File: config.mk
export PLATFORM = sky130hd
export DESIGN_NAME = win_watchdog
export DESIGN_NICKNAME = d
export VERILOG_FILES = /design/src/rtl/win_wdg_pkg.sv /design/src/rtl/wdg_qualify.sv /design/src/rtl/wdg_window.sv /design/src/rtl/wdg_sticky.sv /design/src/rtl/win_watchdog.sv
export SDC_FILE = /design/constraint.sdc
export NUM_CORES = 1
export LEC_CHECK = 0
export BUFFER_PORTS_ARGS = -buffer_cell sky130_fd_sc_hd__buf_4
export CELL_PAD_IN_SITES_DETAIL_PLACEMENT = 0
export CELL_PAD_IN_SITES_GLOBAL_PLACEMENT = 1
export CORE_MARGIN = 5
export CORE_UTILIZATION = 22
export DETAILED_ROUTE_END_ITERATION = 8
export GPL_TIMING_DRIVEN = 1
export PLACE_DENSITY_LB_ADDON = 0.15
export SLEW_MARGIN = 20
export SYNTH_ARGS = -nofsm -noshare
export SYNTH_HDL_FRONTEND = slang
export SYNTH_SLANG_ARGS = --single-unit
File: constraint.sdc
create_clock -name clk_i -period 0.8 [get_ports clk_i]
set_input_delay 0.04 -clock clk_i [delete_from_list [all_inputs] [get_ports clk_i]]
set_output_delay 0.04 -clock clk_i [all_outputs]
set_load 0.005 [all_outputs]
File: src/rtl/win_wdg_pkg.sv
package win_wdg_pkg;
  localparam int unsigned NUM_GRP = 2;
  typedef enum logic {
    GRP_REGULAR  = 1'b0,
    GRP_INJECTED = 1'b1
  } grp_e;
endpackage

File: src/rtl/wdg_qualify.sv
module wdg_qualify
  import win_wdg_pkg::*;
#(
  parameter int unsigned CHAN_W   = 5,
  parameter int unsigned CHAN_MAX = 18
) (
  input  logic              valid_i,
  input  logic [CHAN_W-1:0] chan_i,
  input  logic              inj_i,
  input  logic [CHAN_W-1:0] cfg_chan_i,
  input  logic              cfg_single_i,
  input  logic              cfg_reg_en_i,
  input  logic              cfg_inj_en_i,
  output logic              guard_o
);
  localparam logic [CHAN_W-1:0] CHAN_LIMIT = CHAN_W'(CHAN_MAX);

  logic [NUM_GRP-1:0] grp_en;
  logic [NUM_GRP-1:0] grp_sel;
  logic               chan_ok;

  assign grp_en[GRP_REGULAR]  = cfg_reg_en_i;
  assign grp_en[GRP_INJECTED] = cfg_inj_en_i;

  for (genvar g = 0; g < NUM_GRP; g++) begin : g_grp
    assign grp_sel[g] = grp_en[g] && (inj_i == 1'(g));
  end

  // illegal configured channel never matches
  assign chan_ok = !cfg_single_i ||
                   ((cfg_chan_i <= CHAN_LIMIT) && (chan_i == cfg_chan_i));
  assign guard_o = valid_i && chan_ok && |grp_sel;
endmodule

File: src/rtl/wdg_window.sv
module wdg_window #(
  parameter int unsigned DATA_W = 12
) (
  input  logic [DATA_W-1:0] data_i,
  input  logic [DATA_W-1:0] hi_i,
  input  logic [DATA_W-1:0] lo_i,
  output logic              outside_o
);
  logic above, below;
  assign above     = data_i > hi_i;
  assign below     = data_i < lo_i;
  assign outside_o = above || below;
endmodule

File: src/rtl/wdg_sticky.sv
module wdg_sticky (
  input  logic clk_i,
  input  logic rst_ni,
  input  logic set_i,
  input  logic clr_i,
  output logic flag_o
);
  always_ff @(posedge clk_i or negedge rst_ni) begin
    if (!rst_ni)     flag_o <= 1'b0;
    else if (set_i)  flag_o <= 1'b1;  // new event beats a clear
    else if (clr_i)  flag_o <= 1'b0;
  end
endmodule

File: src/rtl/win_watchdog.sv
module win_watchdog #(
  parameter int unsigned DATA_W   = 12,
  parameter int unsigned CHAN_W   = 5,
  parameter int unsigned CHAN_MAX = 18
) (
  input  logic              clk_i,
  input  logic              rst_ni,
  input  logic              res_valid_i,
  input  logic [DATA_W-1:0] res_data_i,
  input  logic [CHAN_W-1:0] res_chan_i,
  input  logic              res_inj_i,
  input  logic [DATA_W-1:0] cfg_hi_i,
  input  logic [DATA_W-1:0] cfg_lo_i,
  input  logic [CHAN_W-1:0] cfg_chan_i,
  input  logic              cfg_single_i,
  input  logic              cfg_reg_en_i,
  input  logic              cfg_inj_en_i,
  input  logic              cfg_irq_en_i,
  input  logic              flag_wr_i,
  input  logic              flag_wdata_i,
  output logic              flag_o,
  output logic              irq_o
);
  logic guarded, outside, guard_hit, clr_req;

  wdg_qualify #(.CHAN_W(CHAN_W), .CHAN_MAX(CHAN_MAX)) u_qual (
    .valid_i      (res_valid_i),
    .chan_i       (res_chan_i),
    .inj_i        (res_inj_i),
    .cfg_chan_i   (cfg_chan_i),
    .cfg_single_i (cfg_single_i),
    .cfg_reg_en_i (cfg_reg_en_i),
    .cfg_inj_en_i (cfg_inj_en_i),
    .guard_o      (guarded)
  );

  wdg_window #(.DATA_W(DATA_W)) u_win (
    .data_i    (res_data_i),
    .hi_i      (cfg_hi_i),
    .lo_i      (cfg_lo_i),
    .outside_o (outside)
  );

  assign guard_hit = guarded && outside;
  assign clr_req   = flag_wr_i && !flag_wdata_i;

  wdg_sticky u_flag (
    .clk_i  (clk_i),
    .rst_ni (rst_ni),
    .set_i  (guard_hit),
    .clr_i  (clr_req),
    .flag_o (flag_o)
  );

  assign irq_o = flag_o && cfg_irq_en_i;
endmodule

## After elaboration in Yosys (flattened, before gate mapping)

Cells that the tools add are included.

| storage, ports and cells | value |
|---|---|
| logic and storage cells | 22 |
| register bits | 1 |
| bits of input ports | 56 |

| cells by class | value |
|---|---|
| reductions and logical operators | 14 |
| bitwise gates (word level) | 1 |
| mux-type cells | 2 |
| $lt $le $gt $ge | 3 |
| equality and inequality tests | 1 |

Operators by type and width:

| kind | number |
|---|---|
| $gt A12 B12 Y1 | 1 |
| $lt A12 B12 Y1 | 1 |
| $logic_and A1 B1 Y1 | 8 |
| $eq A5 B5 Y1 | 1 |
| $le A5 B5 Y1 const B | 1 |
| $logic_not A1 Y1 | 2 |
| $logic_or A1 B1 Y1 | 2 |
| $mux W1 | 2 |
| $reduce_bool A2 Y1 | 1 |
| $reduce_or A2 Y1 | 1 |
| $not A1 Y1 | 1 |

## Longest topological paths before layout

Gate-level depths: netlist (run 1).

| depth | value |
|---|---|
| depth after elaboration | 7 |
| mapped depth | 7 |

## Cells and area by module

A second synthesis (run 1) with hierarchy kept.

| unflattened totals | value |
|---|---|
| cells, all modules | 99 |
| area, all modules | 748.2 um^2 |

By module, submodules not included:

| module | area each (um^2) | cells an instance | sequential area each (um^2) | times used |
|---|---|---|---|---|
| wdg_window | 593.1 | 82 | 0.0 | 1 |
| wdg_qualify | 92.6 | 11 | 0.0 | 1 |
| wdg_sticky | 36.3 | 3 | 25.0 | 1 |
| win_watchdog | 26.3 | 3 | 0.0 | 1 |

## Least setup slack after synthesis (run 1)

OpenSTA, ideal clock, no wires.

| timing | value |
|---|---|
| path type | input port to flip-flop |
| start point | input cfg_hi_i[10] |
| end point | register u_flag.flag_o |
| buffers on the path | 0 |
| stages on the path | 7 |
| arrival time | 1.012 ns |
| path slack | -0.345 ns |
| path through | inv_1 -> ha_1 -> a21oi_1 -> nand2_1 -> a21o_1 -> o31ai_1 -> a31oi_1 |

| on the way | value |
|---|---|
| cells in the longest elaborated chain, start to end | 4 |
| elaborated cells on any way between the ends | 5 |
| those cells by class | 1 x order compare; 1 x mux; 3 x reduce/logical |

Ends and longest elaborated chain:

| item | line | text |
|---|---|---|
| start: declaration | win_watchdog.sv:12 | `input logic [DATA_W-1:0] cfg_hi_i,` |
| $gt A12 B12 Y1 * | wdg_window.sv:10 | `assign above = data_i > hi_i;` |
| $logic_or A1 B1 Y1 * | wdg_window.sv:12 | `assign outside_o = above \|\| below;` |
| $logic_and A1 B1 Y1 * | win_watchdog.sv:44 | `assign guard_hit = guarded && outside;` |
| $mux W1 or $reduce_bool A2 Y1 (tied branches) | - |  |
| end signal: assignment | wdg_sticky.sv:9 | `if (!rst_ni) flag_o <= 1'b0;` |
| end signal: assignment | wdg_sticky.sv:10 | `else if (set_i) flag_o <= 1'b1;` |
| end signal: assignment | wdg_sticky.sv:11 | `else if (clr_i) flag_o <= 1'b0;` |
| end: declaration | wdg_sticky.sv:6 | `output logic flag_o` |

Every way passes the cells marked *; elsewhere a longest branch is shown, timed or not.
A chain may end at the register's enable or synchronous reset.

## Final worst setup path (run 1)

| timing | value |
|---|---|
| start point | input res_data_i[10] |
| end point | register u_flag.flag_o |

| on the way | value |
|---|---|
| cells in the longest elaborated chain, start to end | 4 |
| elaborated cells on any way between the ends | 6 |
| those cells by class | 2 x order compare; 1 x mux; 3 x reduce/logical |

Ends and longest elaborated chain:

| item | line | text |
|---|---|---|
| start: declaration | win_watchdog.sv:9 | `input logic [DATA_W-1:0] res_data_i,` |
| $gt A12 B12 Y1 or $lt A12 B12 Y1 (tied branches) | wdg_window.sv:10, wdg_window.sv:11 |  |
| $logic_or A1 B1 Y1 * | wdg_window.sv:12 |  |
| $logic_and A1 B1 Y1 * | win_watchdog.sv:44 |  |
| $mux W1 or $reduce_bool A2 Y1 (tied branches) | - |  |

Marked as above.

==> metrics, run 1 <==
outcome complete, but fails checks; failing checks negative setup slack; global-route wire length before repair approximately 3800 um; Hold WC Path Type in2out; via count 900; Clock Pin Slew Worst Setup and Hold Paths 0 ns; CP max FO 3; Hold Violations, Final 0; YS warnings 0; sequential area share after synthesis 0.03490; most frequent cells in the layout buf_4, inv_1, ha_1; Peak Freq about 800 MHz; post-synthesis async set-or-reset flop share 1.000; fin crit share 1.537; max reg flops 1; largest net degree at the start of global routing 4; Initial Utilization 0.2329; later-pin clock latency in the skew report 0 ns; Sequential Power Share 0.081; Iteration-0 DRC Markers 9; die width between 60 and 70 um; fin. max-slew vios 0; Netlist cell types 26; register bank with the most flops u_flag.flag_o; Slowest cell on crit path or3_1; Leak between 0.7 and 0.8 nW; buffer and inverter count on the worst path 1; gp weighted congestion roughly 0.72; Worst Tran Pin Value roughly 0.24 ns; Cells after Synth 98; endpoints failing setup 1; Crit path max-delay family simple AND/OR/NAND/NOR gates; number of synthesized flops with an enable pin 0; Final Net Count roughly 250; die area approximately 4500 um^2; Synth Cell Area about 720 um^2; vias in the first global route 934; Final WS setup -0.4297 ns; core area 3078 um^2; combinational cell fraction of total power 0.919; DRC viols 0; most common cell after layout, fill and taps aside buf_4; final WL between 2000 and 2500 um; synth top area cells ha_1, inv_1, a21oi_1, a21o_1, xnor2_1; P_int roughly 0.00051 W; RSZ-0062 raised after global routing true; IO buf count between 50 and 60; relative slew slack 0.8404; critical path type in2reg; gr usage total 0.1024; CP Capture Type flop; critical path data arrival time roughly 1.1 ns; Worst EP required around 0.66 ns; area delta synth->final 105.4%; Final HPWL DP ~2000 um; Inserted Diodes 0; Largest regs u_flag.flag_o x1; CP max stage delay ~0.38 ns; min Tclk post-route 1.230 ns; share of layout cells above drive strength 1 0.5244; Avg Cell Area, Syn 7.316 um^2; final non-filler cell total roughly 210; post-synthesis cell type with the largest combined area ha_1; clock power share 0; P_sw roughly 0.00027 W; # IOs 58; grt ovf 0; ys flop type dfrtp_1; DIE HEIGHT between 60 and 70 um; net switching fraction of the power 0.3476; dpl cells between 200 and 250; CP cell instances buf_8 -> ha_4 -> nand4_1 -> or3_1 -> o31ai_1 -> a31oi_1; remaining antenna violation count 0; MaxCap Viol Count 0; Synth Net Count roughly 180; antenna violations before repair 0; Clock Skew 0 ns; Power Density around 530 nW/um^2; row count 20; Seq cells post-synth 1; vias per cell approximately 4.3; setup TNS -0.4297 ns; share of the synthesized area in the top cell type 0.4014; DR WL/cell about 11 um; maximum VDD drop roughly 0.19 mV; DR pass1 iterations 2; Setup crit start kind input port
## worst reg2reg max path: cells and delay by family, from the launching register on
family / cells / cell delay [ns]
AO/OA/AOI/OAI: 3 / 0.42
flip-flops: 1 / 0.35
## metal layers
layer / global-route usage / routed length (um) / part of all wire
met1: 0.1313 / 980 / 0.41
met2: 0.1926 / 1181 / 0.50
met3: 0.01012 / 220 / 0.092
met4: 0 / 0 / 0
met5: 0 / 0 / 0
## cell families (layout without fill, tap and decap cells)
family                     count (synthesis)  in the layout  share of synthesized area
buffers and inverters                     25             91                     0.1309
adders and majority gates                 23             23                     0.4014
xor gates and xnor gates                   4              4                    0.04887
and+or+nand+nor                           19             19                     0.1518
AOI/OAI and AO/OA                         25             25                     0.2182
muxes                                      1              1                    0.01396
DFF                                        1              1                    0.03490
## power by group through the flow
| stage | Clock (W) | Sequential (W) | Combinational, W |
|---|---|---|---|
| floorplan | 0 | 0.0000646 | 0.000264 |
| global placement | 0 | 0.0000634 | 0.000605 |
| detailed placement | 0 | 0.0000636 | 0.000613 |
| CTS | 0 | 0.0000636 | 0.000710 |
| global route | 0 | 0.0000635 | 0.000813 |
| finish | 0 | 0.0000633 | 0.000718 |
## Yosys cell counts, types with 2 or more instances
cell      instances
inv_1            25
ha_1             23
a21oi_1           8
nand2_1           5
a21o_1            4
nand4_1           4
o21ai_0           4
nor2b_1           3
xnor2_1           3
a211oi_1          2
nand3_1           2
## timing repair
item,CTS,global route
hold buffers,1,0
pin swaps,13,0
gates resized for setup,25,3
setup endpoints to repair,1,2
endpoints found under the hold margin,1,0
setup buffers,3,1
## worst paths after layout
check	cells past startpoint	startpoint	slack (ns)	endpoint
worst max-delay path	6	res_data_i[10]	-0.43	u_flag.flag_o
worst min-delay path	3	cfg_irq_en_i	0.36	irq_o
worst max register to register	3	u_flag.flag_o	-0.11	u_flag.flag_o
worst min register to register	3	u_flag.flag_o	0.71	u_flag.flag_o
max in group asynchronous	2	rst_ni	0.34	u_flag.flag_o
min in group asynchronous	2	rst_ni	0.37	u_flag.flag_o
## cell type report
class | instances | area [um^2]
Inverter | 25 | 106.4
Multi-Input combinational cell | 72 | 747.0
Timing Repair Buffer | 66 | 539.3
Sequential cell | 1 | 25.02
Fill cell | 324 | 1605
Tap cell | 44 | 55.05
## metrics by stage
stage | instance area (um^2) | util | setup WS (ns) | hold WS, ns | total power, W
finish | 1473 | 0.4785 | -0.4297 | 0.3634 | 0.0007816
CTS | 1463 | 0.4752 | -0.4298 | 0.3680 | 0.0007739
detailed placement | 1287 | 0.4183 | -0.5116 | -0.1837 | 0.0006762
floorplan | 767.0 | - | -0.2821 | -0.2556 | 0.0003290
global placement | 1287 | 0.4183 | -0.4789 | -0.1835 | 0.0006687
global route | 1473 | 0.4785 | -0.5679 | 0.3739 | 0.0008765
Note: power is estimated with default switching activity, not from simulation.
==> run 2: changes to the inputs <==
==> constraint.sdc (replaced) <==
create_clock -name clk_i -period 0.8 [get_ports clk_i]
set_input_delay 0.12 -clock clk_i [delete_from_list [all_inputs] [get_ports clk_i]]
set_output_delay 0.12 -clock clk_i [all_outputs]
set_load 0.005 [all_outputs]
==> metrics, run 2 (synthesis results as in run 1) <==
gr usage total 0.09965; P_int ~0.00052 W; die width around 67 um; # IOs between 50 and 60; failing checks negative setup slack; Power Density 537.3 nW/um^2; die area 4500 um^2; Final HPWL DP 2011 um; Hold Violations, Final 0; Hold WC Path Type in2async; combinational cell fraction of total power 0.920; r2r endpoint u_flag.flag_o; grt ovf 0; global-route wire length before repair between 3000 and 4000 um; later-pin clock latency in the skew report 0 ns; CP max FO 3; critical path data arrival time 1.18 ns; DR pass1 iterations 4; Largest regs u_flag.flag_o x1; filler instances about 320; Initial Utilization 0.2329; Sequential Power Share 0.080; max reg flops 1; maximum VDD drop ~0.18 mV; DIE HEIGHT ~67 um; CP max stage delay 0.36 ns; endpoints failing setup 2; final WL roughly 2400 um; fin crit share 1.640; Worst Tran Pin Value about 0.22 ns; area delta synth->final 109.1%; FF-to-FF Start u_flag.flag_o; register bank with the most flops u_flag.flag_o; vias per cell around 4.3; CP endpoint u_flag.flag_o; Slowest cell on crit path or3_1; CP Capture Type flop; Clock Skew 0 ns; CP cell instances buf_8 -> ha_4 -> nand4_1 -> or3_1 -> o31ai_2 -> a31oi_1; Final Net Count 245; DR WL/cell ~11 um; critical path type in2reg; Post-Route Utilization 0.4870; remaining antenna violation count 0; Pwr Total 0.0008053 W; net switching fraction of the power 0.3518; most frequent cells in the layout buf_4, inv_1, ha_4; Leak approximately 0.76 nW; reg2reg setup slack -0.09 ns; Worst EP required roughly 0.66 ns; share of layout cells above drive strength 1 0.5610; P_sw 0.0002833 W; Final WS setup -0.5116 ns; Iteration-0 DRC Markers 8; largest net degree at the start of global routing 4; MaxCap Viol Count 0; IO buf count 57; Worst Reg2Reg Path Length in Cells 3; via count around 900; min Tclk post-route between 1 and 1.5 ns; vias in the first global route between 900 and 1,000; relative slew slack 0.8528; core area between 3000 and 4000 um^2; Clock Pin Slew Worst Setup and Hold Paths 0 ns; gp weighted congestion about 0.72; RSZ-0062 raised after global routing true; CP startpoint res_data_i[10]; outcome complete, but fails checks; most common cell after layout, fill and taps aside buf_4; DRC viols 0; Setup crit start kind input port; clock power share 0; antenna violations before repair 0; Inserted Diodes 0; fin. max-slew vios 0; row count 20; Peak Freq 762.4 MHz
## run 2: layout make-up
| cell class | instances | area, um^2 | share of cell area |
|---|---|---|---|
| Multi-Input combinational cell | 72 | 773.2 | 0.5159 |
| Sequential cell | 1 | 25.02 | 0.01669 |
| Inverter | 25 | 106.4 | 0.07095 |
| Timing Repair Buffer | 66 | 539.3 | 0.3598 |
| Tap cell | 44 | 55.05 | 0.03673 |
## run 2: worst min path at each step
| stage | end | slack [ns] | start | cells after the start |
|---|---|---|---|---|
| after floorplan | u_flag.flag_o | -0.18 | rst_ni | 0 |
| after global placement | u_flag.flag_o | -0.10 | rst_ni | 1 |
| after detailed placement | u_flag.flag_o | -0.10 | rst_ni | 1 |
| after CTS | u_flag.flag_o | 0.45 | rst_ni | 2 |
| after global routing | u_flag.flag_o | 0.47 | rst_ni | 2 |
| final | u_flag.flag_o | 0.47 | rst_ni | 2 |
## run 2: per-layer routing
layer | global-route usage | up-vias | share of wire
met1 | 0.1204 | 388 | 0.41
li1 | - | 476 | -
met4 | 0 | 0 | 0
met5 | 0 | - | 0
met2 | 0.1988 | 37 | 0.51
met3 | 0.006745 | 0 | 0.086
## run 2: timing repair
action | 4_1_cts | 5_1_grt
pin swaps | 14 | 3
hold buffers | 1 | 0
hold endpoints to repair | 1 | 0
setup endpoints to repair | 2 | 2
gates resized for setup | 33 | 3
setup buffers | 3 | 1
## run 2: worst max-delay path: cells and delay by family
kind	cells	cell delay (ns)
simple gates	2	0.52
fa+ha+maj	1	0.27
compound gates	2	0.17
buf+inv	1	0.10
## run 2: per-stage QoR
| stage | area, um^2 | std cells | setup slack [ns] | TNS (ns) | hold slack (ns) |
|---|---|---|---|---|---|
| global route | 1499 | 208 | -0.6030 | -0.6511 | 0.4733 |
| global placement | 1287 | 204 | -0.5589 | -0.6173 | -0.1035 |
| CTS | 1491 | 208 | -0.5149 | -0.5460 | 0.4518 |
| finish | 1499 | 208 | -0.5116 | -0.5409 | 0.4669 |
| detailed placement | 1287 | 204 | -0.6057 | -0.6622 | -0.1026 |
| floorplan | 767.0 | 98 | -0.3621 | -0.3621 | -0.1756 |
## run 2: power groups by stage
stage / combinational [W] / sequential (W) / clock, W
global route: 0.000834 / 0.0000654 / 0
global placement: 0.000605 / 0.0000634 / 0
floorplan: 0.000264 / 0.0000646 / 0
CTS: 0.000735 / 0.0000646 / 0
finish: 0.000741 / 0.0000644 / 0
detailed placement: 0.000612 / 0.0000631 / 0
==> run 3: changes to the inputs <==
--- a/config.mk
+++ b/config.mk
@@ -13,6 +13,7 @@
 export DETAILED_ROUTE_END_ITERATION = 8
 export GPL_TIMING_DRIVEN = 1
 export PLACE_DENSITY_LB_ADDON = 0.15
+export SETUP_SLACK_MARGIN = 0.3
 export SLEW_MARGIN = 20
 export SYNTH_ARGS = -nofsm -noshare
 export SYNTH_HDL_FRONTEND = slang
==> metrics, run 3 (synthesis results as in run 1) <==
critical path type in2reg; DR pass1 iterations 2; row count 20; Worst Tran Pin Value between 0.2 and 0.3 ns; Inserted Diodes 0; Final WS setup -0.5168 ns; fin crit share 1.646; Setup crit start kind input port; pre-CTS setup slack -0.5953 ns; relative slew slack 0.8180; endpoints failing setup 2; Leak about 0.74 nW; Iteration-0 DRC Markers 12; die width ~67 um; grt ovf 0; Power Density approximately 540 nW/um^2; Largest regs u_flag.flag_o x1; DIE HEIGHT ~67 um; global-route wire length before repair between 3000 and 4000 um; Post-DP Area 1275 um^2; Initial Utilization 0.2329; filler instances 323; CP Capture Type flop; hold slack -0.1020 ns; critical path data arrival time around 1.2 ns; gp weighted congestion 0.7145; gr usage total 0.1048; most frequent cells in the layout buf_4, inv_1, ha_1; failing checks negative hold slack, negative setup slack; FF+latch area around 25 um^2; fin. max-slew vios 0; final WL 2374 um; P_int ~0.0005 W; net switching fraction of the power 0.3595; Clock Pin Slew Worst Setup and Hold Paths 0 ns; remaining antenna violation count 0; Final HPWL DP about 2000 um; CP max FO 2; RSZ-0062 raised after global routing true; Peak Freq 759.4 MHz; register bank with the most flops u_flag.flag_o; Sequential Power Share 0.082; area delta synth->final 101.0%; Worst EP required 0.66 ns; P_sw 0.0002816 W; maximum VDD drop 0.1643 mV; clock power share 0; max reg flops 1; DRC viols 0; # IOs just under 60; combinational cell fraction of total power 0.918; Hold WC Path Type in2async; multi-input combinational cell area between 700 and 800 um^2; min Tclk post-route between 1 and 1.5 ns; largest net degree at the start of global routing 4; cell area after layout between 1000 and 1500 um^2; Clock Skew 0 ns; core area 3078 um^2; Hold Violations, Final 1; die area 4500 um^2; later-pin clock latency in the skew report 0 ns; via count a little under 900; vias in the first global route a little over 900; IO buf count 57; outcome complete, but fails checks; antenna violations before repair 0; MaxCap Viol Count 0; DR WL/cell ~12 um; most common cell after layout, fill and taps aside buf_4; share of layout cells above drive strength 1 0.5346; Final Net Count between 200 and 250; vias per cell approximately 4.3
[run 3: repair_timing]
| action | 4_1_cts | 5_1_grt |
|---|---|---|
| pin swaps | 13 | 2 |
| hold endpoints to repair | 1 | 1 |
| setup buffers | 1 | 0 |
| gates resized for setup | 30 | 2 |
| setup endpoints to repair | 3 | 3 |
[run 3: worst paths after layout]
check,from,end,slack [ns],depth (start not counted)
setup / recovery,res_data_i[5],u_flag.flag_o,-0.52,6
setup reg to reg,u_flag.flag_o,u_flag.flag_o,-0.17,3
hold reg to reg,u_flag.flag_o,u_flag.flag_o,0.74,3
min in group clk_i,cfg_irq_en_i,irq_o,0.53,3
max in group asynchronous,rst_ni,u_flag.flag_o,0.82,1
hold / removal,rst_ni,u_flag.flag_o,-0.10,1
[run 3: final cells by class]
type,instances,share of cell area
Inverter,25,0.07378
Multi-Input combinational cell,72,0.5243
Timing Repair Buffer,61,0.3464
Tap cell,44,0.03819
Sequential cell,1,0.01736
[run 3: per-stage QoR]
| step | util | hold slack, ns | TNS [ns] | power [W] | cells |
|---|---|---|---|---|---|
| floorplan | - | -0.1756 | -0.3621 | 0.0003330 | 98 |
| CTS | 0.4671 | -0.1017 | -0.5404 | 0.0007829 | 203 |
| global placement | 0.4142 | -0.1038 | -0.6118 | 0.0006631 | 202 |
| detailed placement | 0.4142 | -0.1018 | -0.6459 | 0.0006723 | 202 |
| global route | 0.4683 | -0.09516 | -0.6699 | 0.0008778 | 203 |
| finish | 0.4683 | -0.1020 | -0.5537 | 0.0007833 | 203 |
[run 3: power groups by stage]
stage	clock [W]	combinational, W	sequential [W]
6_report	0	0.000719	0.0000645
5_1_grt	0	0.000812	0.0000662
4_1_cts	0	0.000718	0.0000644
3_5_place_dp	0	0.000610	0.0000628
3_3_place_gp	0	0.000600	0.0000631
2_1_floorplan	0	0.000268	0.0000652
[run 3: layer usage]
layer  up-vias  global-route usage  part of all wire
li1        464                   -                 -
met1       375              0.1272              0.39
met4         0                   0                 0
met3         0             0.01349              0.10
met5         -                   0                 0
met2        35              0.2037              0.51
[run 3: worst max-delay path, stage by stage]
cell and delay [ns]:
buf_4 0.13, ha_4 0.26, nand4_1 0.10, or3_1 0.38, o31ai_1 0.07, a31oi_1 0.11
